## src/rtl/sema_pkg.sv

```systemverilog
package sema_pkg;
  typedef enum logic [1:0] {
    ACC_HOLE   = 2'd0,
    ACC_LOCK   = 2'd1,
    ACC_STATUS = 2'd2
  } acc_kind_e;
endpackage

```

## src/rtl/sema_decode.sv

```systemverilog
module sema_decode
  import sema_pkg::*;
#(
  parameter int NUM_LOCKS   = 15,
  parameter int WORD_W      = 6,
  parameter int STATUS_WORD = 16
) (
  input  logic [WORD_W-1:0]    word,
  output logic [NUM_LOCKS-1:0] lock_hit,
  output acc_kind_e            kind
);
  genvar g;
  generate
    for (g = 0; g < NUM_LOCKS; g++) begin : g_hit
      assign lock_hit[g] = (word == WORD_W'(g));
    end
  endgenerate

  always_comb begin
    if (|lock_hit)                          kind = ACC_LOCK;
    else if (word == WORD_W'(STATUS_WORD))  kind = ACC_STATUS;
    else                                    kind = ACC_HOLE;
  end
endmodule

```

## src/rtl/sema_lock_array.sv

```systemverilog
module sema_lock_array #(
  parameter int NUM_LOCKS = 15
) (
  input  logic                 clk,
  input  logic                 rst,
  input  logic [NUM_LOCKS-1:0] take,
  input  logic [NUM_LOCKS-1:0] drop,
  output logic [NUM_LOCKS-1:0] held
);
  genvar g;
  generate
    for (g = 0; g < NUM_LOCKS; g++) begin : g_lock
      always_ff @(posedge clk) begin
        if (rst)          held[g] <= 1'b0;
        else if (drop[g]) held[g] <= 1'b0;
        else if (take[g]) held[g] <= 1'b1;
      end

      // a lock only becomes held after a read aimed at it
      p_set_needs_take_r3: assert property (@(posedge clk) disable iff (rst)
        $rose(held[g]) |-> $past(take[g]));
      // a lock only becomes free after a qualifying release write
      p_clear_needs_drop_r5: assert property (@(posedge clk) disable iff (rst)
        $fell(held[g]) |-> $past(drop[g]));
    end
  endgenerate
endmodule

```

## src/rtl/sema_rdmux.sv

```systemverilog
module sema_rdmux
  import sema_pkg::*;
#(
  parameter int NUM_LOCKS = 15,
  parameter int DATA_W    = 32
) (
  input  logic                 clk,
  input  logic                 rst,
  input  logic                 req,
  input  logic                 we,
  input  acc_kind_e            kind,
  input  logic [NUM_LOCKS-1:0] lock_hit,
  input  logic [NUM_LOCKS-1:0] held,
  output logic                 ack,
  output logic [DATA_W-1:0]    dat
);
  logic              fire;
  logic              grant;
  logic [DATA_W-1:0] rd_val;

  assign fire  = req & ~ack;
  assign grant = |(lock_hit & ~held);

  always_comb begin
    rd_val = '0;
    unique case (kind)
      ACC_LOCK:   rd_val[0] = grant;
      ACC_STATUS: rd_val[NUM_LOCKS-1:0] = held;
      default:    rd_val = '0;
    endcase
  end

  always_ff @(posedge clk) begin
    if (rst) begin
      ack <= 1'b0;
      dat <= '0;
    end else begin
      ack <= fire;
      dat <= (fire && !we) ? rd_val : '0;
    end
  end

  // the ack is a single-cycle pulse
  p_ack_pulse_r2: assert property (@(posedge clk) disable iff (rst)
    ack |=> !ack);
  // an accepted request is acknowledged in the next cycle
  p_ack_follows_r2: assert property (@(posedge clk) disable iff (rst)
    (req && !ack) |=> ack);
endmodule

```

## src/rtl/sema_bank.sv

```systemverilog
module sema_bank
  import sema_pkg::*;
#(
  parameter int NUM_LOCKS   = 15,
  parameter int ADDR_W      = 8,
  parameter int DATA_W      = 32,
  parameter int STATUS_WORD = 16
) (
  input  logic                clk,
  input  logic                rst,
  input  logic                wb_cyc_i,
  input  logic                wb_stb_i,
  input  logic                wb_we_i,
  input  logic [ADDR_W-1:0]   wb_adr_i,
  input  logic [DATA_W-1:0]   wb_dat_i,
  input  logic [DATA_W/8-1:0] wb_sel_i,
  output logic [DATA_W-1:0]   wb_dat_o,
  output logic                wb_ack_o
);
  localparam int WORD_W = ADDR_W - 2;
  localparam int SEL_W  = DATA_W / 8;

  logic                 req;
  logic                 fire;
  logic                 rel_ok;
  logic [NUM_LOCKS-1:0] lock_hit;
  logic [NUM_LOCKS-1:0] take;
  logic [NUM_LOCKS-1:0] drop;
  logic [NUM_LOCKS-1:0] held;
  acc_kind_e            kind;
  logic                 unused_bits;

  assign unused_bits = ^{wb_adr_i[1:0], wb_sel_i[SEL_W-1:1], wb_dat_i[DATA_W-1:1]};

  assign req    = wb_cyc_i & wb_stb_i;
  assign fire   = req & ~wb_ack_o;
  assign rel_ok = wb_we_i & wb_sel_i[0] & wb_dat_i[0];
  assign take   = lock_hit & {NUM_LOCKS{fire & ~wb_we_i}};
  assign drop   = lock_hit & {NUM_LOCKS{fire & rel_ok}};

  sema_decode #(
    .NUM_LOCKS  (NUM_LOCKS),
    .WORD_W     (WORD_W),
    .STATUS_WORD(STATUS_WORD)
  ) u_decode (
    .word    (wb_adr_i[ADDR_W-1:2]),
    .lock_hit(lock_hit),
    .kind    (kind)
  );

  sema_lock_array #(
    .NUM_LOCKS(NUM_LOCKS)
  ) u_locks (
    .clk (clk),
    .rst (rst),
    .take(take),
    .drop(drop),
    .held(held)
  );

  sema_rdmux #(
    .NUM_LOCKS(NUM_LOCKS),
    .DATA_W   (DATA_W)
  ) u_rdmux (
    .clk     (clk),
    .rst     (rst),
    .req     (req),
    .we      (wb_we_i),
    .kind    (kind),
    .lock_hit(lock_hit),
    .held    (held),
    .ack     (wb_ack_o),
    .dat     (wb_dat_o)
  );

  // the cycle after reset leaves every lock free and the port idle
  p_reset_clear_r1: assert property (@(posedge clk)
    $past(rst) |-> (held == '0 && !wb_ack_o && wb_dat_o == '0));
  // reading the status word leaves the locks as they were
  p_status_read_quiet_r6: assert property (@(posedge clk) disable iff (rst)
    (fire && !wb_we_i && kind == ACC_STATUS) |=> held == $past(held));
  // an unmapped access leaves the locks as they were
  p_hole_quiet_r8: assert property (@(posedge clk) disable iff (rst)
    (fire && kind == ACC_HOLE) |=> held == $past(held));
  // an unmapped access returns zero
  p_hole_zero_r8: assert property (@(posedge clk) disable iff (rst)
    (fire && kind == ACC_HOLE) |=> wb_dat_o == '0);
  // a lock read drives nothing above bit 0
  p_lock_upper_zero_r7: assert property (@(posedge clk) disable iff (rst)
    (fire && kind == ACC_LOCK) |=> wb_dat_o[DATA_W-1:1] == '0);
  // a lock read that finds the lock held grants nothing
  p_no_regrant_r4: assert property (@(posedge clk) disable iff (rst)
    (fire && !wb_we_i && kind == ACC_LOCK && (lock_hit & held) != '0) |=> !wb_dat_o[0]);
endmodule

```

## config.mk

```make
export PLATFORM = sky130hd
export DESIGN_NAME = sema_bank
export DESIGN_NICKNAME = d
export VERILOG_FILES = /design/src/rtl/sema_pkg.sv /design/src/rtl/sema_decode.sv /design/src/rtl/sema_lock_array.sv /design/src/rtl/sema_rdmux.sv /design/src/rtl/sema_bank.sv
export SDC_FILE = /design/constraint.sdc
export NUM_CORES = 1
export LEC_CHECK = 0
export ABC_CLOCK_PERIOD_IN_PS = 1900
export CAP_MARGIN = 25
export CORE_ASPECT_RATIO = 1.4
export CORE_MARGIN = 4
export CORE_UTILIZATION = 39
export CTS_BUF_LIST = sky130_fd_sc_hd__clkbuf_4
export CTS_CLUSTER_DIAMETER = 40
export DETAILED_ROUTE_END_ITERATION = 10
export PLACE_DENSITY = 0.88
export SYNTH_ARGS = -nofsm -noshare
export SYNTH_HDL_FRONTEND = slang
export SYNTH_SLANG_ARGS = --single-unit
```

## constraint.sdc

```tcl
create_clock -name clk -period 1.9 [get_ports clk]
set_clock_uncertainty 0.05 [all_clocks]
set_input_delay 0.285 -clock clk [delete_from_list [all_inputs] [get_ports clk]]
set_output_delay 0.285 -clock clk [all_outputs]
set_load 0.01 [all_outputs]
```

# Yosys cells after proc, flatten, opt, wreduce, memory -nomap -nowiden
# Index checks and enable logic that the tools add are counted.
# totals
ff_bits	48
in_bits	49
out_inout_bits	33
elab_cells	75
# op_classes
n_eq_ne	17
muxes	3
bitwise_logic	14
n_reduce_logical	22
# op_table
op	n
$and A15 B15 Y15	3
$eq A6 B4 Y1 const B	7
$reduce_or A2 Y1	16
$reduce_or A15 Y1	2
$eq A6 B3 Y1 const B	4
$not A15 Y15	1
$eq A6 B2 Y1 const B	2
$and A1 B1 Y1	6
$eq A6 B1 Y1 const B	1
$eq A6 B5 Y1 const B	1
$logic_not A6 Y1	1
$mux W2	2
$not A1 Y1	4
$reduce_or A3 Y1	1
$eq A2 B1 Y1 const B	1
$eq A2 B2 Y1 const B	1
$pmux W1 S2	1
$logic_and A1 B1 Y1	1
$logic_not A1 Y1	1

# Logic depth before layout (Yosys ltp)
# Gate-level depths: netlist of the first run.
# depth
ltp_word	6
depth_mapped	7
mapped_depth_nobuf	5

# Cells and area by module
# Synthesis of the first run repeated with hierarchy kept, for this count alone.
# unflattened
cells_unflattened	205
area_unflattened_um2	1725.4
# modules_own_cells
mod	n_inst	cells_per_inst	area_each_um2	seq_area_each_um2
sema_rdmux	1	79	762.0	320.3
sema_lock_array	1	46	493.0	300.3
sema_bank	1	53	305.3	0.0
sema_decode	1	27	165.2	0.0

# Least setup slack after synthesis of the first run
# OpenSTA, ideal clock, no wires.
# synth_timing
path_type	reg-to-reg
from	register u_rdmux.ack
to	register u_rdmux.dat[10]
setup_ns	0.059
t_arrival_ns	1.255
required_ns	1.791
path_slack_ns	0.537
stages_incl_launch_ff	6
n_path_buf	1
period_less_slack_ns	1.363
path_cell_list	dfxtp_1 > nand4bb_4 > nor3_4 > and4b_4 > buf_6 > and2_1
# synth_via
elab_chain_cells	5
# synth_rtl
item	line_no	source
start: declaration	sema_rdmux.sv:14	output logic ack,
start signal: assignment	sema_rdmux.sv:38	ack <= fire;
$not A1 Y1	sema_rdmux.sv:21	assign fire = req & ~ack;
$and A1 B1 Y1	sema_rdmux.sv:21	
$logic_and A1 B1 Y1	sema_rdmux.sv:39	dat <= (fire && !we) ? rd_val : '0;
$not A1 Y1 (no source line)	n/a	
$reduce_or A3 Y1 (no source line)	n/a	
end signal: assignment	sema_rdmux.sv:39	
end: declaration	sema_rdmux.sv:15	output logic [DATA_W-1:0] dat
# No other way between the ends.
# A chain may end at the register's enable or synchronous reset.

# Worst setup path after layout of the first run
# layout_timing
from	input wb_adr_i[5]
to	register u_rdmux.dat[0]
# layout_via
elab_chain_cells	5
word_cells_on_any_way	24
classes_between	eq/ne: 17; mux: 3; bitwise: 1; reduce/logical: 3
# layout_rtl
item	line_no	source
start: declaration	sema_bank.sv:14	input logic [ADDR_W-1:0] wb_adr_i,
$eq A6 B1 Y1, or another cell as far along	sema_decode.sv:15	assign lock_hit[g] = (word == WORD_W'(g));
$reduce_or A15 Y1 or $mux W2 (tied branches)	sema_decode.sv:20, sema_decode.sv:21	
$mux W2	sema_decode.sv:20	if (|lock_hit) kind = ACC_LOCK;
$eq A2 B2 Y1 or $eq A2 B1 Y1 (tied branches)	sema_rdmux.sv:26	unique case (kind)
$pmux W1 S2 (*)	sema_rdmux.sv:26	
# Mark *: on every way between the ends. The rest lies on a longest branch, timed or not.

==> reports/qor.yml, run 1 <==
outcome:
  outcome: "finished, final reports clean"
layout:
  antenna_cells: 0
  fin_nets: 245
  finalNonFillerCells: 237
  fin_area_um2: 1880
  synthToLayoutAreaGrowth_pct: 29.9
  drive_above_1_share_pct: 17.8
hold_path:
  min_from: "u_rdmux.ack"
  hold_class: "register to register"
  whs_path_depth: 1
  hold_end: "u_rdmux.ack"
critical_path:
  critPathArrivalTime_ns: 1.80
  path_buf_inv: 3
  reg2reg_depth: 4
  critPathRequiredTime_ns: 2.08
  cp_max_fo: 9
  r2r_slack_ns: 0.47
  path_class: "input port to register"
  cpMostUsedCell: "buf_4"
  worstReg2RegStart: "u_rdmux.ack"
  crit_slowest_cell: "clkdlybuf4s50_1"
  path_depth: 7
  cpPeakStageDelay_ns: 0.52
  worstSetupEndpointType: "register"
  crit_family: "buffers and inverters"
  critPathLaunchType: "input port"
  r2r-end: "u_rdmux.dat[0]"
  crit_chain: "clkdlybuf4s50_1 -> buf_4 -> nor4b_4 -> buf_4 -> nor3b_2 -> o41ai_1 -> nand3_1"
placed_design:
  gp_congestion: 0.904
  port-buffer-count: 28
  placed_area_um2: 1810
  hpwl_um: 2290
  place_inst: 229
logic_synthesis:
  yosys-top-cells-count: "dfxtp_1, buf_4, a21oi_1, a211oi_1, and2_1"
  synth_top_area_share_pct: 42.8
  synthCells: 150
  synth_area_leaders: "dfxtp_1, buf_4, a211oi_1"
  syn_avg_cell_area_um2: 9.67
  synth_most_common_cell: "dfxtp_1"
  synthArstFlopShare_pct: 0
  yosys_warnings: 0
  synth_edf_count: 0
  ys_ff_latch: 31
  synth.cell_area_um2: 1450
  synth_cell_types: 37
  seq_area_frac_synth_pct: 42.8
  post-synth-top-area-cell: "dfxtp_1"
  synth_ff_type: "dfxtp_1"
die:
  fp.coreArea_um2: 3470
  die_area_um2: 4770
  die_w_um: 59.5
  num_io_pins: 82
  initial_core_util_pct: 41.8
  core.rowCount: 25
  die_h_um: 80.2
timing:
  maxSlewViolCount: 0
  layout_min_cycle_time_ns: 1.62
  hold_viol: 0
  period_share_pct: 85.4
  rsz0062_at_grt: "no"
  hold_slack_ns: 0.435
  max_freq_mhz: 617
  setup_violations: 0
pwr:
  p_total_mw: 1.28
  leakage_nw: 0.726
  power_density_nw_per_um2: 682
  ir_drop_v: 0.000680
clock_network:
  htreeDepth: 2
  hold_buffers: 0
  clkSinkCount: 31
  insertion_delay_ns: 0.34
  clkTransAtPathRegs_ns: 0.10
  cts-root-buf: "clkbuf_4"
  cts_tree: "done"
  clockBufferDepth: 2
  post_cts_resized: 0
  post_cts_buffers: 0
  cts_buffers: 5
routing:
  dr.pass1.iters: 4
  viasPerCell: 4.96
  drtIter0Drc: 36
  vias: 1176
  finalWirelength_um: 3010
  postRouteAntennaNets: 0
  routedWlPerCell_um: 12.7
  drc: 0
global_route:
  grt-ovfl-total: 0
  grt_pass1_wl_um: 4910
  grt_usage_pct: 13.8
  grt_max_degree: 16
  grt_pass1_vias: 1101
  antenna_found_initial: 0
run:
  cap_violations: 0
[metrics by stage]
step                      worst slack (ns)  util [%]  setup TNS [ns]
after floorplan                      0.537         -               0
after global placement             -0.0794      52.1          -0.160
after detailed placement           -0.0814      52.1          -0.200
after CTS                            0.267      54.3               0
after global routing                 0.171      54.3               0
final                                0.278      54.3               0
[per-layer routing]
metal / part of all wire [%] / routed length [µm] / track usage (%)
met1: 40 / 1210 / 13.9
met5: 0 / 0 / 0
met3: 7.8 / 235 / 4.18
met4: 2.8 / 85 / 7.98
met2: 49 / 1470 / 24.2
[power breakdown]
group	total [mW]	switching [mW]	leakage [nW]	internal, mW
logic	0.128	0.0685	0.434	0.0592
clock network	0.504	0.234	0.0426	0.270
registers	0.652	0.00129	0.250	0.651
total	1.28	0.304	0.726	0.980
[worst max path at each step]
stage | start | to | slack, ns
after global placement | wb_adr_i[5] | u_rdmux.dat[0] | -0.08
after floorplan | u_rdmux.ack | u_rdmux.dat[10] | 0.54
final | wb_adr_i[5] | u_rdmux.dat[0] | 0.28
after CTS | u_rdmux.ack | wb_ack_o | 0.27
after detailed placement | wb_adr_i[5] | u_rdmux.dat[0] | -0.08
after global routing | wb_adr_i[5] | u_rdmux.dat[0] | 0.17
[registers in the layout (all words and copies together) (netlist names)]
name,count
u_rdmux.dat,15
u_rdmux.ack,1
u_locks.held,15
[layout make-up]
type                       count  area, µm²
clock inverter                 3       38.8
clock buffer                   5       37.5
timing repair buffer          48        430
tap                           40       50.0
multi-input combinational    110        707
fill                         314       1590
sequential                    31        621
[worst reg2reg max path, cell delays in order, from the launching register on]
cell and delay (ns):
dfxtp_1 0.34, nand4bb_4 0.25, nor4b_1 0.47, o211ai_1 0.15, nand3_1 0.12
[layout by cell type, fill, tap and decap left out, types with 2 or more instances in the layout]
| master | n |
|---|---|
| nor2_1 | 11 |
| nor3_1 | 3 |
| and2_1 | 14 |
| mux2i_1 | 3 |
| clkdlybuf4s50_1 | 28 |
| a21oi_1 | 16 |
| nand2_1 | 7 |
| buf_4 | 20 |
| nand3_1 | 2 |
| nand2b_1 | 2 |
| conb_1 | 17 |
| clkbuf_4 | 5 |
| dfxtp_1 | 31 |
| a211oi_1 | 15 |
[cells by family after synthesis]
group           count (synthesis)  share of synthesized area (%)
mux                             4                           2.85
flops                          31                           42.8
other cells                     1                          0.259
simple gates                   54                           26.1
compound gates                 35                           15.4
buf+inv                        25                           12.6
Power figures use the tool's default switching activity.
==> inputs of run 2 (changes only) <==
CTS_CLUSTER_DIAMETER = unset   (was 40)
==> results of run 2 <==
The final DEF is identical to that of run 1; final timing and power are the same.
==> inputs of run 3 (changes only) <==
CORE_UTILIZATION = 35   (was 39)
PLACE_DENSITY = 0.8   (was 0.88)
==> reports/qor.yml, run 3 (synthesized netlist as in run 1, its figures left out) <==
timing:
  rsz0062_at_grt: "no"
  hold_slack_ns: 0.441
  setup_violations: 0
  tns_ns: 0
  layout_min_cycle_time_ns: 1.71
  maxSlewViolCount: 0
  max_freq_mhz: 586
  hold_viol: 0
  period_share_pct: 89.8
  fin_ws_ns: 0.195
clock_network:
  clkTransAtPathRegs_ns: 0.09
  hold_buffers: 0
  clockBufferDepth: 2
  cts-root-buf: "clkbuf_4"
  cts_tree: "done"
  post_cts_buffers: 0
  post_cts_resized: 0
  htreeDepth: 2
  clkSinkCount: 31
  insertion_delay_ns: 0.32
  cts_buffers: 5
routing:
  finalWirelength_um: 3060
  viasPerCell: 4.98
  routedWlPerCell_um: 12.7
  wl_met3_um: 264
  dr.pass1.iters: 4
  met1Wirelength_um: 1180
  wl_met2_um: 1550
  highest_layer: "met4"
  drtIter0Drc: 22
  vias: 1200
  drc: 0
  postRouteAntennaNets: 0
global_route:
  grt_usage_pct: 11.6
  antenna_found_initial: 0
  grt_pass1_vias: 1111
  grt_pass1_wl_um: 4860
  grt-ovfl-total: 0
  grt_max_degree: 16
die:
  fp.coreArea_um2: 3950
  num_io_pins: 82
  initial_core_util_pct: 36.7
  core.rowCount: 27
  die_h_um: 84.2
  die_area_um2: 5250
  die_w_um: 62.4
critical_path:
  cpPeakStageDelay_ns: 0.66
  crit_slowest_cell: "clkdlybuf4s50_1"
  crit_family: "buffers and inverters"
  path_buf_inv: 2
  critPathRequiredTime_ns: 2.05
  cp_max_fo: 7
  path_class: "input port to register"
  worstSetupEndpointType: "register"
  crit_chain: "clkdlybuf4s50_1 -> nor4_2 -> buf_4 -> and3_1 -> o41ai_1 -> nand3_1"
  critPathArrivalTime_ns: 1.85
  critPathLaunchType: "input port"
pwr:
  power_frac_clock_pct: 31.1
  swShare_pct: 23.9
  power_density_nw_per_um2: 604
  seq_power_share_pct: 57.7
  ir_drop_v: 0.000452
  leakage_nw: 0.721
  comb_power_share_pct: 11.3
  p_int_uw: 860
  p_sw_uw: 270
layout:
  drive_above_1_share_pct: 17.7
  antenna_cells: 0
  top_regs: "u_locks.held x15, u_rdmux.dat x15, u_rdmux.ack x1"
  fin_nets: 246
  final_cell_mix: "dfxtp_1, clkdlybuf4s50_1, buf_4, conb_1, a21oi_1"
  fin_area_um2: 1870
  layout_commonest_cell: "dfxtp_1"
  fillers: 360
  synthToLayoutAreaGrowth_pct: 29.1
placed_design:
  port-buffer-count: 28
  gp_congestion: 0.884
  preCtsSetupSlack_ns: -0.136
  hpwl_um: 2310
  placed_area_um2: 1820
run:
  cap_violations: 0
outcome:
  outcome: "finished, final reports clean"
hold_path:
  hold_class: "register to register"
## run 3: changes by cell type in the layout (fill, tap and decap cells not counted)
cell	delta
buf_4	+1
bufinv_16	-1
clkbuf_4	+1
clkinv_1	+1
clkinv_2	-1
## run 3: worst paths after layout
kind / from / endpoint / slack (ns) / cells after the start
max: wb_adr_i[5] / u_rdmux.dat[0] / 0.19 / 6
min: u_rdmux.ack / u_rdmux.ack / 0.44 / 1
max reg2reg: u_rdmux.ack / u_locks.held[10] / 0.46 / 4
min reg2reg: u_rdmux.ack / u_rdmux.ack / 0.44 / 1
## run 3: final cells by class
type / count / area (µm²) / area share, %
timing repair buffer: 49 / 438 / 23.4
clock buffer: 6 / 45.0 / 2.41
tap: 43 / 53.8 / 2.87
multi-input combinational: 110 / 707 / 37.8
clock inverter: 2 / 7.51 / 0.401
sequential: 31 / 621 / 33.2
## run 3: metrics by stage
| stage | power [mW] | instances | utilization, % |
|---|---|---|---|
| after floorplan | 0.757 | 166 | - |
| after global placement | 0.791 | 233 | 46.0 |
| after detailed placement | 0.793 | 233 | 46.0 |
| after CTS | 1.14 | 241 | 47.4 |
| after global routing | 1.18 | 241 | 47.4 |
| final | 1.13 | 241 | 47.4 |
## run 3: routing by layer
metal	GRT usage, %	vias up
met3	3.48	6
met5	0	-
met2	21.2	60
li1	-	593
met4	6.95	0
met1	11.3	541
## run 3: power by group through the flow
stage / Combinational [mW] / Sequential (mW) / Clock, mW
final: 0.128 / 0.652 / 0.351
after global routing: 0.137 / 0.653 / 0.390
after CTS: 0.126 / 0.652 / 0.365
after detailed placement: 0.126 / 0.667 / 0
after global placement: 0.124 / 0.667 / 0
after floorplan: 0.0896 / 0.668 / 0
## run 3: worst reg2reg max path: stages (launching register included)
cell       delay (ns)
dfxtp_1          0.35
nand4bb_4        0.25
nor2_1           0.32
a21oi_1          0.14
a211oi_1         0.25
